<file path="src/rtl/tpg_pkg.sv">
`timescale 1ns/1ps
package tpg_pkg;
  localparam int unsigned SEL_W      = 3;
  localparam int unsigned SR_W       = 23;
  localparam int unsigned IDX_W      = $clog2(SR_W);
  localparam int unsigned BYTE_W     = 8;
  localparam int unsigned PTR_W      = $clog2(BYTE_W);
  localparam int unsigned QRSS_LEN   = 20;
  localparam int unsigned QRSS_GUARD = 14;
  localparam int unsigned RUN_W      = $clog2(QRSS_GUARD + 2);

  localparam logic [SEL_W-1:0] SEL_P4   = 3'd0;
  localparam logic [SEL_W-1:0] SEL_P15  = 3'd1;
  localparam logic [SEL_W-1:0] SEL_P23  = 3'd2;
  localparam logic [SEL_W-1:0] SEL_QRSS = 3'd3;
  localparam logic [SEL_W-1:0] SEL_FIX  = 3'd4;

  typedef struct packed {
    logic [IDX_W-1:0] len;
    logic [IDX_W-1:0] tap;
    logic             inv;
    logic             zlim;
  } poly_t;

  function automatic poly_t poly_of(input logic [SEL_W-1:0] sel);
    poly_t p;
    case (sel)
      SEL_P15:  p = '{len: IDX_W'(15), tap: IDX_W'(14), inv: 1'b1, zlim: 1'b0};
      SEL_P23:  p = '{len: IDX_W'(23), tap: IDX_W'(18), inv: 1'b0, zlim: 1'b0};
      SEL_QRSS: p = '{len: IDX_W'(QRSS_LEN), tap: IDX_W'(17), inv: 1'b0, zlim: 1'b1};
      default:  p = '{len: IDX_W'(4),  tap: IDX_W'(3),  inv: 1'b0, zlim: 1'b0};
    endcase
    return p;
  endfunction

  function automatic logic [SR_W-1:0] seed_of(input logic [IDX_W-1:0] len);
    logic [SR_W-1:0] m;
    for (int i = 0; i < SR_W; i++) m[i] = (i < int'(len));
    return m;
  endfunction
endpackage

</file>
<file path="src/rtl/tpg_lfsr_core.sv">
`timescale 1ns/1ps
module tpg_lfsr_core
  import tpg_pkg::*;
(
  input  logic             clk,
  input  logic             rst_n,
  input  logic [SEL_W-1:0] sel,
  input  logic [SEL_W-1:0] seed_sel,
  input  logic             step,
  input  logic             reseed,
  output logic             bit_o
);
  poly_t           cur;
  logic [SR_W-1:0] sr_q, sr_d, mask, seed_new, shifted;
  logic            raw, fb, guard_zero;
  logic [RUN_W-1:0] run_q, run_d;

  always_comb begin
    cur        = poly_of(sel);
    mask       = seed_of(cur.len);
    seed_new   = seed_of(poly_of(seed_sel).len);
    raw        = sr_q[cur.len - IDX_W'(1)];
    fb         = raw ^ sr_q[cur.tap - IDX_W'(1)];
    shifted    = {sr_q[SR_W-2:0], fb} & mask;
    guard_zero = ~|sr_q[QRSS_LEN-2 -: QRSS_GUARD];
    bit_o      = cur.zlim ? (raw | guard_zero) : (raw ^ cur.inv);
  end

  always_comb begin
    sr_d  = sr_q;
    run_d = run_q;
    if (reseed) begin
      sr_d  = seed_new;
      run_d = '0;
    end else if (step) begin
      sr_d = ((sr_q & mask) == '0) ? mask : shifted;
      if (cur.zlim) begin
        if (bit_o)                     run_d = '0;
        else if (run_q != {RUN_W{1'b1}}) run_d = run_q + 1'b1;
      end
    end
  end

  always_ff @(posedge clk or negedge rst_n) begin
    if (!rst_n) begin
      sr_q  <= '1;
      run_q <= '0;
    end else begin
      sr_q  <= sr_d;
      run_q <= run_d;
    end
  end

  AST_HOLD_IDLE: assert property (@(posedge clk) disable iff (!rst_n)
    (!step && !reseed) |=> $stable(sr_q));
  AST_RESEED_ONES: assert property (@(posedge clk) disable iff (!rst_n)
    reseed |=> ((sr_q & mask) == mask));
  AST_NO_ZERO_STATE: assert property (@(posedge clk) disable iff (!rst_n)
    ((sr_q & mask) != '0));
  AST_QRSS_RUN: assert property (@(posedge clk) disable iff (!rst_n)
    cur.zlim |-> (run_q <= RUN_W'(QRSS_GUARD)));
endmodule

</file>
<file path="config.mk">
export PLATFORM = sky130hd
export DESIGN_NAME = tpg_lfsr_core
export DESIGN_NICKNAME = d
export VERILOG_FILES = /design/src/rtl/tpg_pkg.sv /design/src/rtl/tpg_lfsr_core.sv
export SDC_FILE = /design/constraint.sdc
export NUM_CORES = 1
export LEC_CHECK = 0
export BUFFER_PORTS_ARGS = -buffer_cell sky130_fd_sc_hd__buf_2
export CAP_MARGIN = 10
export CELL_PAD_IN_SITES_DETAIL_PLACEMENT = 0
export CELL_PAD_IN_SITES_GLOBAL_PLACEMENT = 2
export CORE_MARGIN = 2
export CORE_UTILIZATION = 39
export CTS_CLUSTER_SIZE = 24
export DETAILED_ROUTE_END_ITERATION = 16
export PLACE_DENSITY = 0.83
export SLEW_MARGIN = 10
export SYNTH_ARGS = -nofsm -noshare
export SYNTH_HDL_FRONTEND = slang
export SYNTH_SLANG_ARGS = --single-unit
</file>
<file path="constraint.sdc">
create_clock -name clk -period 3.5 [get_ports clk]
set_input_delay 0.7 -clock clk [delete_from_list [all_inputs] [get_ports clk]]
set_output_delay 0.7 -clock clk [all_outputs]
set_load 0.02 [all_outputs]
</file>
==> results.md <==
* Setup TNS at 0 ps
* Pwr/cell area at ~370 mW/mm2
* Filler instances at between 300 and 400
* Crit path largest cell delay at around 530 ps
* Crit path launch: sel[1]
* Area contributors post-synth: dfstp_2 39%, nor2_1 6.9%, a21oi_2 6.3%
* Outcome: complete, no violations
* Port bufs at 10
* DRC viols at 0
* Setup crit end kind: flop
* Max-cap violations at 0
* Cts repair resizes at 0
* Clk_skew at between 9 and 10 ps
* I/O pins at 11
* Die Y at ~67 um
* Final GP Congestion at around 0.82
* Synth unique cells at 46
* RSZ-0062 raised after global routing: no
* CTS H-tree lvls at 1
* Worst-path clk slew at approximately 90 ps
* Clk_lat worst skew at ~270 ps
* Yosys top cell by area: dfstp_2
* Final setup violation count at 0
* Largest register FFs at 23
* Post CTS Setup Buffer Count at 0
* Hold path endpoint: sr_q[17]
* Buffers & Inverters on Critical Path at 1
* Maximum VDD drop at between 0.15 and 0.2 mV
* Cell area after synthesis at 0.001531 mm2
* Detail Placement HPWL at approximately 2.6 mm
* Fmax at 338.3 MHz
* Yosys reg bits at 23
* NumNets Final at a little under 200
* Die Wd at between 60 and 70 um
* Fin. max-slew vios at 0
* Largest net degree at the start of global routing at 24
* Detailed-route wire length per cell at 14.71 um
* Core footprint at 0.003716 mm2
* Critical Path RT at between 3000 and 4000 ps
* Compound-Gate Fraction of Synth Area at 0.2508
* Area growth, synth to finish at 8.088%
* Area of placed instances at about 0.0016 mm2
* Clock buffer depth at 2
* Async S/R FF share, synth at 1.000
* Slew HR at 0.4920
* Simple-gate share of the synthesized area at 0.2778
* WHS Path Cells at 2
* Top reg by flops: sr_q
* CTS tree: yes
* Clock sinks at 23
* Adder-cell area share of the yosys netlist at 0.008170
* Largest regs: sr_q x23
* R2R Path End: sr_q[16]
* Hold Crit Class: reg2reg
* Vias in the first global route at roughly 1300
* Critical Path AT at 3150 ps
* Hold Fails Final Rpt at 0
* Net Count, Synth at 186
* Synth Instances at ~180
* Actual slew at the worst max-slew pin at 762.0 ps
* Initial antenna violation count at 0
* Largest family of logic cells by synthesized area: simple AND/OR/NAND/NOR gates
* Post-synthesis sequential area ratio at 0.3946
* Gr usage total at 0.1806
* Post-synth EDFFs at 0
* DR vias/cell at ~5.6
* Top cell type's share of synthesized area at 0.3946
* Hold path start: sr_q[17]
* Initial Utilization at 0.4121
* Min Tclk post-route at approximately 3000 ps
* Post-synthesis mux area share at 0.02206
* Grt ovf at 0
* TritonCTS buffer count at 3
* Crit path max fanout at 13
* Drt first pass iters at 4
* Leakage at between 0.0006 and 0.0007 uW
* Most numerous cell in the Yosys netlist: nor2_1
* Total wire length at 3.384 mm
* CP max stage cell: ha_1
* Syn avg cell area at 8.751 um2
* Tot Pwr at between 600 and 700 uW
* YS warnings at 0
* Post-Synth XOR/XNOR Area at 0.005719
* Post-route ant nets at 0
* Critical R2R Launch: sr_q[15]
* Share of post-route cells with drive strength above 1 at 0.3352
* Post-synth top cells: 28 x nor2_1, 23 x dfstp_2, 19 x o21ai_1
* R2R setup slack at approximately 1000 ps
* CP Launch Type: input pin
* Crit path kind: in2reg
* Ant diodes at 0
* 1st-iter DRT viols at between 70 and 80
* Hold_buf cts at 0
* Length in cells of the worst reg-to-reg path at 6
* Via count at between 1000 and 1500
* Critical path, cell by cell: buf_2, xnor2_1, nor2_1, ha_1, o22ai_1, a221oi_1, nand3_1, a311oi_1, nor3_2, a211oi_2
* Fin area at 0.001655 mm2
* Fin crit share at 0.8446
* Cell family with most CP delay: compound AO/OA/AOI/OAI gates
* Top FF cell, synth: dfstp_2
* Root Driver: clkbuf_8
* First-pass GRT wire length at between 6 and 7 mm
* Die ar. at ~0.0044 mm2
* Rows at 22
## layer usage
metal  global-route usage  part of all wire
met5                    0                 0
met4              0.04592             0.011
met3              0.02703             0.040
met2               0.2675              0.43
met1               0.2731              0.52
## worst max path at each step
stage | slack, ps | to | depth (start not counted)
6_report | 540 | sr_q[0] | 10
5_1_grt | 290 | sr_q[0] | 10
4_1_cts | 560 | sr_q[0] | 10
3_5_place_dp | 290 | sr_q[0] | 10
3_3_place_gp | 380 | sr_q[0] | 10
2_1_floorplan | 490 | sr_q[0] | 11
## stage by stage
step / utilization / setup WS [ps] / hold WS [ps] / std cells
3_3_place_gp: 0.4330 / 375.3 / 493.9 / 226
2_1_floorplan: - / 494.5 / 475.7 / 175
6_report: 0.4455 / 543.7 / 510.3 / 230
4_1_cts: 0.4455 / 559.3 / 513.5 / 230
3_5_place_dp: 0.4330 / 294.1 / 501.2 / 226
5_1_grt: 0.4455 / 292.0 / 546.3 / 230
## tightest hold or removal path, cell delays in order (launching register included)
cell     delay (ps)
dfstp_2         390
nand2_1          50
nand3_1          60
## logic make-up after synthesis
family | after synthesis
flip-flops | 23
AND/OR/NAND/NOR | 83
AO/OA/AOI/OAI | 53
buffers and inverters | 12
multiplexers | 2
adder cells (fa/ha/maj) | 1
XOR/XNOR | 1
## layout make-up
| type | count | area [um2] | share of cell area |
|---|---|---|---|
| clock buffers | 3 | 41.29 | 0.02494 |
| inverters | 2 | 7.507 | 0.004535 |
| flip-flops and latches | 23 | 604.3 | 0.3651 |
| clock inverters | 1 | 5.005 | 0.003023 |
| repair buffers | 13 | 72.57 | 0.04384 |
| well taps | 48 | 60.06 | 0.03628 |
| multi-input cells | 140 | 864.6 | 0.5223 |
## cell usage in the layout (no fill, tap or decap), drive strengths merged, types with 2 or more instances in the layout
cell type / netlist / layout
a221oi: 2 / 2
or4: 3 / 3
or3: 3 / 3
nor4: 2 / 2
nand2: 12 / 12
nor2b: 5 / 5
nand2b: 5 / 5
dfstp: 23 / 23
nor3b: 4 / 4
a21oi: 14 / 14
nor2: 28 / 28
a211o: 3 / 3
clkbuf: 5 / 3
buf: 5 / 13
a21boi: 2 / 2
o21ai: 23 / 23
nor3: 4 / 4
inv: 2 / 2
nand3: 9 / 9
or2: 5 / 5
## where the power goes
part           internal, uW  total (uW)  leakage [uW]  switching [uW]
Combinational          52.5         124      0.000344            71.1
Sequential              304         328      0.000240            23.8
Clock                  79.5         165     0.0000255            86.0
Total                   436         617      0.000610             181
(Power assumes the default switching activity.)
